--- config.mk ---
export PLATFORM = sky130hd
export DESIGN_NAME = rtc_core
export DESIGN_NICKNAME = d
export VERILOG_FILES = /design/src/rtl/rtc_pkg.sv /design/src/rtl/rtc_time_chain.sv /design/src/rtl/rtc_stopwatch.sv /design/src/rtl/rtc_event_reg.sv /design/src/rtl/rtc_core.sv
export SDC_FILE = /design/constraint.sdc
export NUM_CORES = 1
export LEC_CHECK = 0
export ABC_CLOCK_PERIOD_IN_PS = 3800
export BUFFER_PORTS_ARGS = -buffer_cell sky130_fd_sc_hd__buf_4
export CAP_MARGIN = 20
export CORE_ASPECT_RATIO = 0.8
export CORE_MARGIN = 5
export CORE_UTILIZATION = 59
export DETAILED_ROUTE_END_ITERATION = 10
export GPL_TIMING_DRIVEN = 0
export PLACE_DENSITY_LB_ADDON = 0.25
export RECOVER_POWER = 50
export SLEW_MARGIN = 15
export SYNTH_ARGS = -nofsm -noshare
export SYNTH_HDL_FRONTEND = slang
export SYNTH_HIERARCHICAL = 1
export SYNTH_SLANG_ARGS = --single-unit
--- constraint.sdc ---
create_clock -name clk -period 3.8 [get_ports clk]
set_input_delay 0.76 -clock clk [delete_from_list [all_inputs] [get_ports clk]]
set_output_delay 0.76 -clock clk [all_outputs]
set_load 0.02 [all_outputs]
--- src/rtl/rtc_pkg.sv ---
// Package rtc_pkg
// Shared event bit positions, field widths and register addresses for the
// real-time clock. The event positions are visible to software and are fixed.
package rtc_pkg;
    localparam int SEC_W   = 6;
    localparam int MIN_W   = 6;
    localparam int HOUR_W  = 8;
    localparam int DAY_W   = 9;
    localparam int SW_W    = 6;
    localparam int NUM_EV  = 7;

    localparam int EV_STOPW = 0;
    localparam int EV_MIN   = 1;
    localparam int EV_DAY   = 3;
    localparam int EV_SEC   = 4;
    localparam int EV_HOUR  = 5;
    localparam int EV_ALARM = 6;

    typedef enum logic [2:0] {
        A_CTRL   = 3'd0,
        A_TIME   = 3'd1,
        A_DAY    = 3'd2,
        A_ALTIME = 3'd3,
        A_ALDAY  = 3'd4,
        A_STOPW  = 3'd5,
        A_IEN    = 3'd6,
        A_STAT   = 3'd7
    } rtc_addr_e;
endpackage

--- src/rtl/rtc_time_chain.sv ---
// Module rtc_time_chain
// Holds seconds, minutes, hours and the day count, and works out their next
// values together with the rollover events for one second step.
// Assumes: tick is a single-cycle qualified second. A software write to a field
// overrides the step for that field and raises no events.
module rtc_time_chain #(
    parameter int SEC_W  = 6,
    parameter int MIN_W  = 6,
    parameter int HOUR_W = 8,
    parameter int DAY_W  = 9,
    parameter int SEC_MAX  = 60,
    parameter int MIN_MAX  = 60,
    parameter int HOUR_MAX = 24
) (
    input  logic              clk,
    input  logic              rst_n,
    input  logic              tick,
    input  logic              wr_time,
    input  logic              wr_day,
    input  logic [SEC_W-1:0]  w_sec,
    input  logic [MIN_W-1:0]  w_min,
    input  logic [HOUR_W-1:0] w_hour,
    input  logic [DAY_W-1:0]  w_day,
    output logic [SEC_W-1:0]  sec,
    output logic [MIN_W-1:0]  mins,
    output logic [HOUR_W-1:0] hour,
    output logic [DAY_W-1:0]  day,
    output logic [SEC_W-1:0]  nx_sec,
    output logic [MIN_W-1:0]  nx_min,
    output logic [HOUR_W-1:0] nx_hour,
    output logic [DAY_W-1:0]  nx_day,
    output logic              ev_sec,
    output logic              ev_min,
    output logic              ev_hour,
    output logic              ev_day
);
    logic [SEC_W:0]  sec_inc;
    logic [MIN_W:0]  min_inc;
    logic [HOUR_W:0] hour_inc;
    logic            sec_wrap, min_wrap, hour_wrap;

    // Next values for one second step: carries ripple from seconds upward
    always_comb begin
        sec_inc   = {1'b0, sec} + 1'b1;
        min_inc   = {1'b0, mins} + 1'b1;
        hour_inc  = {1'b0, hour} + 1'b1;
        sec_wrap  = (sec_inc >= (SEC_W+1)'(SEC_MAX));
        min_wrap  = sec_wrap && (min_inc >= (MIN_W+1)'(MIN_MAX));
        hour_wrap = min_wrap && (hour_inc >= (HOUR_W+1)'(HOUR_MAX));
        nx_sec    = sec_wrap ? '0 : sec_inc[SEC_W-1:0];
        nx_min    = min_wrap ? '0 : (sec_wrap ? min_inc[MIN_W-1:0] : mins);
        nx_hour   = hour_wrap ? '0 : (min_wrap ? hour_inc[HOUR_W-1:0] : hour);
        nx_day    = hour_wrap ? day + 1'b1 : day;
    end

    // Rollover events are raised only for an accepted step
    always_comb begin
        ev_sec  = tick;
        ev_min  = tick && sec_wrap;
        ev_hour = tick && min_wrap;
        ev_day  = tick && hour_wrap;
    end

    // Time field registers: a software write beats the step
    always_ff @(posedge clk) begin
        if (!rst_n) begin
            sec  <= '0;
            mins <= '0;
            hour <= '0;
        end else if (wr_time) begin
            sec  <= w_sec;
            mins <= w_min;
            hour <= w_hour;
        end else if (tick) begin
            sec  <= nx_sec;
            mins <= nx_min;
            hour <= nx_hour;
        end
    end

    // Day register: a software write beats the step
    always_ff @(posedge clk) begin
        if (!rst_n)      day <= '0;
        else if (wr_day) day <= w_day;
        else if (tick)   day <= nx_day;
    end


    time_hold_chk: assert property (@(posedge clk) disable iff (!rst_n)
        (!tick && !wr_time) |=> ($stable(sec) && $stable(mins) && $stable(hour)));

    hour_clear_chk: assert property (@(posedge clk) disable iff (!rst_n)
        (ev_day && !wr_time) |=> (hour == '0 && mins == '0 && sec == '0));

    day_wrap_chk: assert property (@(posedge clk) disable iff (!rst_n)
        (ev_day && !wr_day && day == {DAY_W{1'b1}}) |=> (day == '0));
endmodule

--- src/rtl/rtc_stopwatch.sv ---
// Module rtc_stopwatch
// Minute-granular countdown. The all-ones value means idle: it holds there,
// and a count that reaches zero moves to idle on the next minute.
// Assumes: step is high for one cycle on each minute rollover.
module rtc_stopwatch #(
    parameter int SW_W = 6
) (
    input  logic            clk,
    input  logic            rst_n,
    input  logic            step,
    input  logic            wr,
    input  logic [SW_W-1:0] w_val,
    output logic [SW_W-1:0] value,
    output logic            ev_idle
);
    localparam logic [SW_W-1:0] IDLE = {SW_W{1'b1}};
    logic [SW_W-1:0] nx_val;

    // Value after one minute step
    always_comb begin
        if (value == IDLE)     nx_val = IDLE;
        else if (value == '0)  nx_val = IDLE;
        else                   nx_val = value - 1'b1;
        ev_idle = step && (nx_val == IDLE);
    end

    // Stopwatch register: a software write beats the step
    always_ff @(posedge clk) begin
        if (!rst_n)    value <= IDLE;
        else if (wr)   value <= w_val;
        else if (step) value <= nx_val;
    end


    sw_zero_chk: assert property (@(posedge clk) disable iff (!rst_n)
        (step && !wr && value == '0) |=> (value == IDLE));

    sw_hold_chk: assert property (@(posedge clk) disable iff (!rst_n)
        (!step && !wr) |=> $stable(value));
endmodule

--- src/rtl/rtc_event_reg.sv ---
// Module rtc_event_reg
// Interrupt enable mask and sticky status. Status bits are set by enabled
// events and cleared by writing ones; a set and a clear in the same cycle
// leave the bit set.
// Assumes: ev_in bits are single-cycle strobes.
module rtc_event_reg #(
    parameter int NUM_EV = 7
) (
    input  logic              clk,
    input  logic              rst_n,
    input  logic [NUM_EV-1:0] ev_in,
    input  logic              wr_ien,
    input  logic              wr_clr,
    input  logic [NUM_EV-1:0] w_bits,
    output logic [NUM_EV-1:0] ien,
    output logic [NUM_EV-1:0] status,
    output logic              irq
);
    logic [NUM_EV-1:0] clr_mask;
    logic [NUM_EV-1:0] set_mask;

    // Clear and set masks for this cycle
    always_comb begin
        clr_mask = wr_clr ? w_bits : '0;
        set_mask = ev_in & ien;
    end

    // Enable register
    always_ff @(posedge clk) begin
        if (!rst_n)      ien <= '0;
        else if (wr_ien) ien <= w_bits;
    end

    // Sticky status: set has priority over clear
    always_ff @(posedge clk) begin
        if (!rst_n) status <= '0;
        else        status <= (status & ~clr_mask) | set_mask;
    end

    // Request follows any pending status bit
    always_comb irq = |status;


    ev_capture_chk: assert property (@(posedge clk) disable iff (!rst_n)
        (|(ev_in & ien)) |=> ((status & $past(ev_in & ien)) == $past(ev_in & ien)));

    ev_masked_chk: assert property (@(posedge clk) disable iff (!rst_n)
        1'b1 |=> ((status & ~$past(status) & ~$past(ev_in & ien)) == '0));
endmodule

--- src/rtl/rtc_core.sv ---
// Module rtc_core
// Top of the real-time clock: control enable, register port, alarm compare and
// event assembly around the time chain, stopwatch and event register.
// Assumes: sec_pulse is synchronous to clk and one cycle wide; reads are
// combinational on bus_addr.
module rtc_core
    import rtc_pkg::*;
(
    input  logic        clk,
    input  logic        rst_n,
    input  logic        sec_pulse,
    input  logic        bus_wr,
    input  logic [2:0]  bus_addr,
    input  logic [31:0] bus_wdata,
    output logic [31:0] bus_rdata,
    output logic        irq
);
    logic              run_en;
    logic              tick;
    logic [SEC_W-1:0]  al_sec;
    logic [MIN_W-1:0]  al_min;
    logic [HOUR_W-1:0] al_hour;
    logic [DAY_W-1:0]  al_day;

    logic [SEC_W-1:0]  sec, nx_sec;
    logic [MIN_W-1:0]  mins, nx_min;
    logic [HOUR_W-1:0] hour, nx_hour;
    logic [DAY_W-1:0]  day, nx_day;
    logic              ev_sec, ev_min, ev_hour, ev_day;
    logic [SW_W-1:0]   sw_val;
    logic              ev_idle;
    logic              alarm_hit;
    logic [NUM_EV-1:0] ev_vec;
    logic [NUM_EV-1:0] ien, status;

    logic wr_ctrl, wr_time, wr_day, wr_altime, wr_alday, wr_sw, wr_ien, wr_stat;

    // Address decode of the write strobe
    always_comb begin
        wr_ctrl   = bus_wr && (bus_addr == A_CTRL);
        wr_time   = bus_wr && (bus_addr == A_TIME);
        wr_day    = bus_wr && (bus_addr == A_DAY);
        wr_altime = bus_wr && (bus_addr == A_ALTIME);
        wr_alday  = bus_wr && (bus_addr == A_ALDAY);
        wr_sw     = bus_wr && (bus_addr == A_STOPW);
        wr_ien    = bus_wr && (bus_addr == A_IEN);
        wr_stat   = bus_wr && (bus_addr == A_STAT);
    end

    // Control enable register
    always_ff @(posedge clk) begin
        if (!rst_n)       run_en <= 1'b0;
        else if (wr_ctrl) run_en <= bus_wdata[7];
    end

    // Alarm setting registers
    always_ff @(posedge clk) begin
        if (!rst_n) begin
            al_sec  <= '0;
            al_min  <= '0;
            al_hour <= '0;
            al_day  <= '0;
        end else begin
            if (wr_altime) begin
                al_sec  <= bus_wdata[SEC_W-1:0];
                al_min  <= bus_wdata[16 +: MIN_W];
                al_hour <= bus_wdata[24 +: HOUR_W];
            end
            if (wr_alday) al_day <= bus_wdata[DAY_W-1:0];
        end
    end

    // Qualified second
    always_comb tick = sec_pulse && run_en;

    rtc_time_chain #(
        .SEC_W(SEC_W), .MIN_W(MIN_W), .HOUR_W(HOUR_W), .DAY_W(DAY_W),
        .SEC_MAX(60), .MIN_MAX(60), .HOUR_MAX(24)
    ) u_chain (
        .clk(clk), .rst_n(rst_n), .tick(tick),
        .wr_time(wr_time), .wr_day(wr_day),
        .w_sec(bus_wdata[SEC_W-1:0]), .w_min(bus_wdata[16 +: MIN_W]),
        .w_hour(bus_wdata[24 +: HOUR_W]), .w_day(bus_wdata[DAY_W-1:0]),
        .sec(sec), .mins(mins), .hour(hour), .day(day),
        .nx_sec(nx_sec), .nx_min(nx_min), .nx_hour(nx_hour), .nx_day(nx_day),
        .ev_sec(ev_sec), .ev_min(ev_min), .ev_hour(ev_hour), .ev_day(ev_day)
    );

    rtc_stopwatch #(.SW_W(SW_W)) u_sw (
        .clk(clk), .rst_n(rst_n), .step(ev_min), .wr(wr_sw),
        .w_val(bus_wdata[SW_W-1:0]), .value(sw_val), .ev_idle(ev_idle)
    );

    // Alarm compare on the updated time and day
    always_comb alarm_hit = tick && (nx_sec == al_sec) && (nx_min == al_min) &&
                            (nx_hour == al_hour) && (nx_day == al_day);

    // Event vector in software-visible bit order
    always_comb begin
        ev_vec           = '0;
        ev_vec[EV_STOPW] = ev_idle;
        ev_vec[EV_MIN]   = ev_min;
        ev_vec[EV_DAY]   = ev_day;
        ev_vec[EV_SEC]   = ev_sec;
        ev_vec[EV_HOUR]  = ev_hour;
        ev_vec[EV_ALARM] = alarm_hit;
    end

    rtc_event_reg #(.NUM_EV(NUM_EV)) u_ev (
        .clk(clk), .rst_n(rst_n), .ev_in(ev_vec),
        .wr_ien(wr_ien), .wr_clr(wr_stat), .w_bits(bus_wdata[NUM_EV-1:0]),
        .ien(ien), .status(status), .irq(irq)
    );

    // Register read multiplexer
    always_comb begin
        bus_rdata = '0;
        case (rtc_addr_e'(bus_addr))
            A_CTRL:   bus_rdata[7] = run_en;
            A_TIME: begin
                bus_rdata[SEC_W-1:0]   = sec;
                bus_rdata[16 +: MIN_W]  = mins;
                bus_rdata[24 +: HOUR_W] = hour;
            end
            A_DAY:    bus_rdata[DAY_W-1:0] = day;
            A_ALTIME: begin
                bus_rdata[SEC_W-1:0]   = al_sec;
                bus_rdata[16 +: MIN_W]  = al_min;
                bus_rdata[24 +: HOUR_W] = al_hour;
            end
            A_ALDAY:  bus_rdata[DAY_W-1:0]  = al_day;
            A_STOPW:  bus_rdata[SW_W-1:0]   = sw_val;
            A_IEN:    bus_rdata[NUM_EV-1:0] = ien;
            A_STAT:   bus_rdata[NUM_EV-1:0] = status;
            default:  bus_rdata = '0;
        endcase
    end


    disabled_hold_chk: assert property (@(posedge clk) disable iff (!rst_n)
        (!run_en && !bus_wr) |=> ($stable(sec) && $stable(day) && $stable(sw_val) && $stable(status)));

    irq_level_chk: assert property (@(posedge clk) disable iff (!rst_n)
        (|(ev_vec & ien)) |=> irq);
endmodule

Word level (Yosys, flattened, before mapping):

Index checks and enable logic that the tools add are counted.

* eq/ne operators: 13
* $mul: 0
* multiplexer cells: 25
* reduce and logical (&&, ||, !) cells: 25
* divide/modulo/power cells: 0
* shifts and indexed selects: 0
* bitwise operators: 4
* $lt $le $gt $ge: 3
* add/sub/neg operators: 5

Operator list (number)
* 6-bit two-way mux: 11
* 6-bit case mux with 7 select lines: 1
* 8-bit two-way mux: 4
* 9-bit two-way mux: 3
* 1-bit logical AND: 19
* 8-bit case mux with 2 select lines: 1
* 6-bit by 1-bit adder with 7-bit output (second input constant): 2
* 7-bit AND: 2
* 7-bit by 6-bit >= comparator with 1-bit output (second input constant): 2
* 3-bit == test (second input constant): 4
* 6-bit == test: 2
* 6-bit == test (second input constant): 2
* 6-bit case mux with 2 select lines: 1
* 8-bit by 1-bit adder with 9-bit output (second input constant): 1
* 9-bit by 1-bit adder with 9-bit output (second input constant): 1
* 9-bit == test: 1
* 9-bit by 5-bit >= comparator with 1-bit output (second input constant): 1
* 8-bit == test: 1
* 7-bit two-way mux: 1
* 7-bit NOT: 1
* 7-bit bitwise OR: 1
* 7-bit OR reduction: 1
* 3-bit by 2-bit == test with 1-bit output (second input constant): 2
* 6-bit logical NOT: 1
* other kinds (7): 9

* register bits after elaboration: 79
* RAM bits: 0
* memories kept: 0
* latch bits: 0
* memory bits (read-only): 0

Longest topological paths before layout:

* depth in word-level cells: 10
* mapped depth: 17

By module:

Netlist, hierarchy kept.

Modules (own cells, without submodules)
* rtc_time_chain: area each 2278.4 um2, cells each 311, times used 1
* rtc_core: area each 2235.9 um2, cells each 281, times used 1
* rtc_event_reg: area each 564.3 um2, cells each 55, times used 1
* rtc_stopwatch: area each 525.5 um2, cells each 68, times used 1

Least setup slack after synthesis:

No wires, ideal clock.

* kind: register -> register
* from: register u_chain.hour[0]
* to: register u_ev.status[6]
* stages on the path, launching flop included: 15
* clock period less this slack: 2988 ps
* arrival time: 2930 ps
* path slack: 812 ps
* path through: dfxtp_1 > ha_1 > and3_1 > a311oi_1 > o21ai_2 > o211ai_4 > buf_6 > buf_2 > mux2_2 > xor2_1 > nor4_1 > nand4_1 > nor4_1 > and3_1 > a31o_1

* elaborated cells on any way between the ends: 12
* classes of those cells: add/sub: 1; order compare: 1; eq/ne: 2; mux: 3; bitwise: 2; reduce/logical: 3

RTL lines
* start: declaration: RTL line rtc_time_chain.sv:26 `output logic [HOUR_W-1:0] hour,`
* start signal: assignment: RTL line rtc_time_chain.sv:73 `hour <= w_hour;`
* start signal: assignment: RTL line rtc_time_chain.sv:77 `hour <= nx_hour;`
* 8-bit by 1-bit adder with 9-bit output: RTL line rtc_time_chain.sv:46 `hour_inc = {1'b0, hour} + 1'b1;`
* 9-bit by 5-bit >= comparator with 1-bit output: RTL line rtc_time_chain.sv:49 `hour_wrap = min_wrap && (hour_inc >= (HOUR_W+1)'(HOUR_MAX));`
* 1-bit logical AND: RTL line rtc_time_chain.sv:49
* 9-bit two-way mux: RTL line rtc_time_chain.sv:53 `nx_day = hour_wrap ? day + 1'b1 : day;`
* via nx_day[1]: RTL line rtc_core.sv:28 `logic [DAY_W-1:0] day, nx_day;`
* 9-bit == test: RTL line rtc_core.sv:96 `(nx_hour == al_hour) && (nx_day == al_day);`
* 1-bit logical AND: RTL line rtc_core.sv:96
* via alarm_hit: RTL line rtc_core.sv:32 `logic alarm_hit;`
* 7-bit AND: RTL line rtc_event_reg.sv:25 `set_mask = ev_in & ien;`
* 7-bit bitwise OR: RTL line rtc_event_reg.sv:37 `else status <= (status & ~clr_mask) | set_mask;`
* end signal: assignment: RTL line rtc_event_reg.sv:37
* end: declaration: RTL line rtc_event_reg.sv:16 `output logic [NUM_EV-1:0] status,`

The timed path passes the listed nets, and every way through them passes these cells.
A chain may end at the register's enable or synchronous reset.

Worst setup path after layout:

Same ends and word-level chain as after synthesis.

==> results by group <==
Finish
  – Multi-input gate area: between 3000 and 4000 sq um
  – Design Area, Final: 6510 sq um
  – Most common cell after layout, fill and taps aside: nand2_1
  – Commonest non-fill, non-tap cells in the layout: nand2_1 (112), dfxtp_1 (76), buf_4 (64), o21ai_0 (49), nor2_1 (44)
  – Nets@finish: 834
  – Post-Layout Cell Count: 906
  – Register area: 1590 sq um
  – Layout area overhead: 16.2%
  – Fillers: 741
  – Share of post-route cells with drive strength above 1: 16.7%
  – Layout Utilization: 71.1%
  – Ant diodes: 0

GRT
  – Total grt overflow: 0
  – First-pass GRT wire length: between 20,000 and 30,000 um
  – Initial antenna violation count: 1
  – GRT Overall Usage: 31.4%
  – Largest net degree at the start of global routing: 18
  – Number of global-route vias before repair: 5,603

Detailed routing
  – Routed Wire Length: 18,700 um
  – Avg WL per Cell: 20.7 um
  – First drt pass iteration count: 6
  – Remaining routing DRC violations: 0
  – DRT iter0 DRCs: about 930
  – Vias: 5,972
  – Vias per cell: 6.59
  – ANT nets after route: 0

Place
  – Gpl congestion: between 0.9 and 1
  – Dpl cells: ~900
  – DP Worst Slack: -0.162 ns
  – Post-DP HPWL: 13,300 um
  – DP Area: 6180 sq um
  – IO Port Bufs: between 50 and 60

Yosys
  – Number of enable flip-flop cells after synthesis: 0
  – Mapped Avg Cell Area: 7.84 sq um
  – Main area contributors after synthesis: dfxtp_1 (28%), nand2_1 (7.5%), mux2i_1 (5.0%)
  – Unique cell type count in the Yosys netlist: 77
  – Sequential area share after synthesis: between 20% and 30%
  – Async SR Flop Fraction: 0%
  – Synth Flop Type: dfxtp_1
  – Synthesized flop and latch total: 79
  – Synth Cell Area: roughly 5600 sq um
  – Yosys top cell area share: between 20 and 30%
  – Post-Syn Instances: 715
  – Synth Warn #: 6
  – Largest area contributor in the netlist: dfxtp_1

Setup path
  – R2R Path End: u_ev/status[6]
  – Crit Path Max Fanout: 10
  – Nature of the critical path endpoint: flop
  – Worst r2r src: u_chain/hour[0]
  – Startpoint types: flop
  – CP max stage cell: dfxtp_2
  – R2R depth: 15
  – Critical Path Max Stage Delay: approximately 0.37 ns
  – Crit Path Class: flop to flop
  – Worst Path Required: between 4 and 5 ns
  – Worst path arrival time: 3.94 ns
  – Internal reg-to-reg setup slack: 0.15 ns
  – Most used cell along the critical path: and3_1
  – Crit-path cells: ha_2 -> and3_1 -> a311oi_1 -> o21ai_2 -> o211ai_4 -> buf_6 -> buf_2 -> nor2_1 -> xnor2_1 -> xor2_1 -> nor4_1 -> nand4_1 -> nor4_2 -> and3_1 -> a31o_1

Pwr
  – PwrDens: 335 nW/um^2
  – Leakage: 2.63 nW
  – Peak VDD IR: 0.241 mV
  – Pwr Total: 2.18 mW

Timing
  – RSZ-0062 raised after global routing: no
  – Worst-margin pin slew: 0.745 ns
  – PnR worst setup slack: about 0.15 ns
  – Hold Fails Final Rpt: 0
  – Slew Limit Fails: 0
  – Max Freq: 274 MHz
  – Worst hold slack: 0.489 ns
  – Final Setup Violations: 0
  – Fin Setup TNS: 0 ns
  – Worst slew margin: 50.2%
  – Period Utilization, post-route: 96.0%
  – Clock skew: 0.00941 ns
  – Tmin final: 3.65 ns

Floorplan
  – Core Area: 9150 sq um
  – FP Rows: 31
  – Die width: 119 um
  – Die area: roughly 12,000 sq um
  – # IOs: 72
  – Initial core utilization: 61.2%
  – Die Y: 97.2 um

Clock network
  – H-tree depth: 3
  – Hold Buf Count CTS: 0
  – Clock tree sinks: a little under 80
  – CTS Buf Count: 9
  – Clock tree buffer depth: 2
  – Worst-skew pair later-pin latency: roughly 0.34 ns
  – CTS clk-pin slew, worst paths: 0.06 ns
  – CTS root buffer: clkbuf_16
  – CTS tree: built

Flow run
  – Max Cap Viol: 0

Min path
  – WHS Path Cells: 2
  – WHS Endpoint: al_hour[7]
  – Worst hold start: al_hour[7]
  – Hold crit path type: flop to flop

Run status
  – Status: complete, no violations
## flip-flops by register name, summed over array words and instances, names as in the netlist, 7 cells and up
name,flops
u_chain/day,9
al_day,9
u_ev/status,7
u_ev/ien,7
al_hour,8
u_chain/hour,8
## cell usage after synthesis, drive strengths merged, types with 14 or more instances
master	number
dfxtp	79
nor2b	14
mux2i	28
nand3	26
and3	17
xor2	26
nand2	112
a21oi	25
nor2	46
clkbuf	20
a21boi	38
o21ai	56
buf	38
## area by class of cell
type	count	area share, %
Clock inverter	3	0.999
Inverter	10	0.576
Tap cell	115	2.21
Clock buffer	13	4.00
Buffer	56	4.82
Sequential cell	79	24.3
Multi-Input combinational cell	577	57.1
Timing Repair Buffer	53	5.99
## routing by layer
metal | vias to the layer above | global-route usage (%) | routed length [um]
met5 | - | 0 | 14
met3 | 80 | 10.3 | 2510
met4 | 2 | 11.8 | 731
met2 | 455 | 47.0 | 8100
li1 | 2677 | - | -
met1 | 2758 | 41.9 | 7360
## where the power goes
| group | internal (mW) | total [mW] | switching, mW | leakage [nW] |
|---|---|---|---|---|
| clock | 0.611 | 0.963 | 0.352 | 0.160 |
| sequential | 0.853 | 0.888 | 0.0345 | 0.642 |
| combinational | 0.137 | 0.332 | 0.195 | 1.83 |
## worst max-delay path by stage
stage,startpoint,to,slack [ns]
floorplan,u_chain/hour[0],u_ev/status[6],0.81
global placement,u_chain/hour[0],u_ev/status[6],-0.04
global route,u_chain/hour[0],u_ev/status[6],0.03
finish,u_chain/hour[0],u_ev/status[6],0.15
CTS,u_chain/hour[0],u_ev/status[6],0.04
detailed placement,u_chain/sec[0],u_ev/status[6],-0.16
## kinds of logic (layout without fill, tap and decap cells)
| logic type | Yosys count | in the layout | synth area share [%] |
|---|---|---|---|
| buffers and inverters | 68 | 135 | 6.72 |
| AO/OA/AOI/OAI | 185 | 185 | 22.4 |
| multiplexers | 42 | 42 | 8.68 |
| XOR/XNOR | 39 | 39 | 6.10 |
| AND/OR/NAND/NOR | 292 | 292 | 25.8 |
| adder cells (fa/ha/maj) | 9 | 9 | 2.01 |
| flip-flops | 79 | 79 | 28.2 |
| other | 1 | 10 | 0.0669 |
## repair_timing
item,CTS,global route
setup endpoints to repair,1,1
buffers inserted,0,0
gates resized for setup,2,13
## critical path: cells and delay by family (launching register included)
family	cells	cell delay, ns
AND/OR/NAND/NOR	6	1.29
XOR/XNOR	2	0.31
AO/OA/AOI/OAI	4	0.95
buffers and inverters	2	0.42
flip-flops	1	0.37
adder cells (fa/ha/maj)	1	0.24
(Power assumes the default switching activity.)
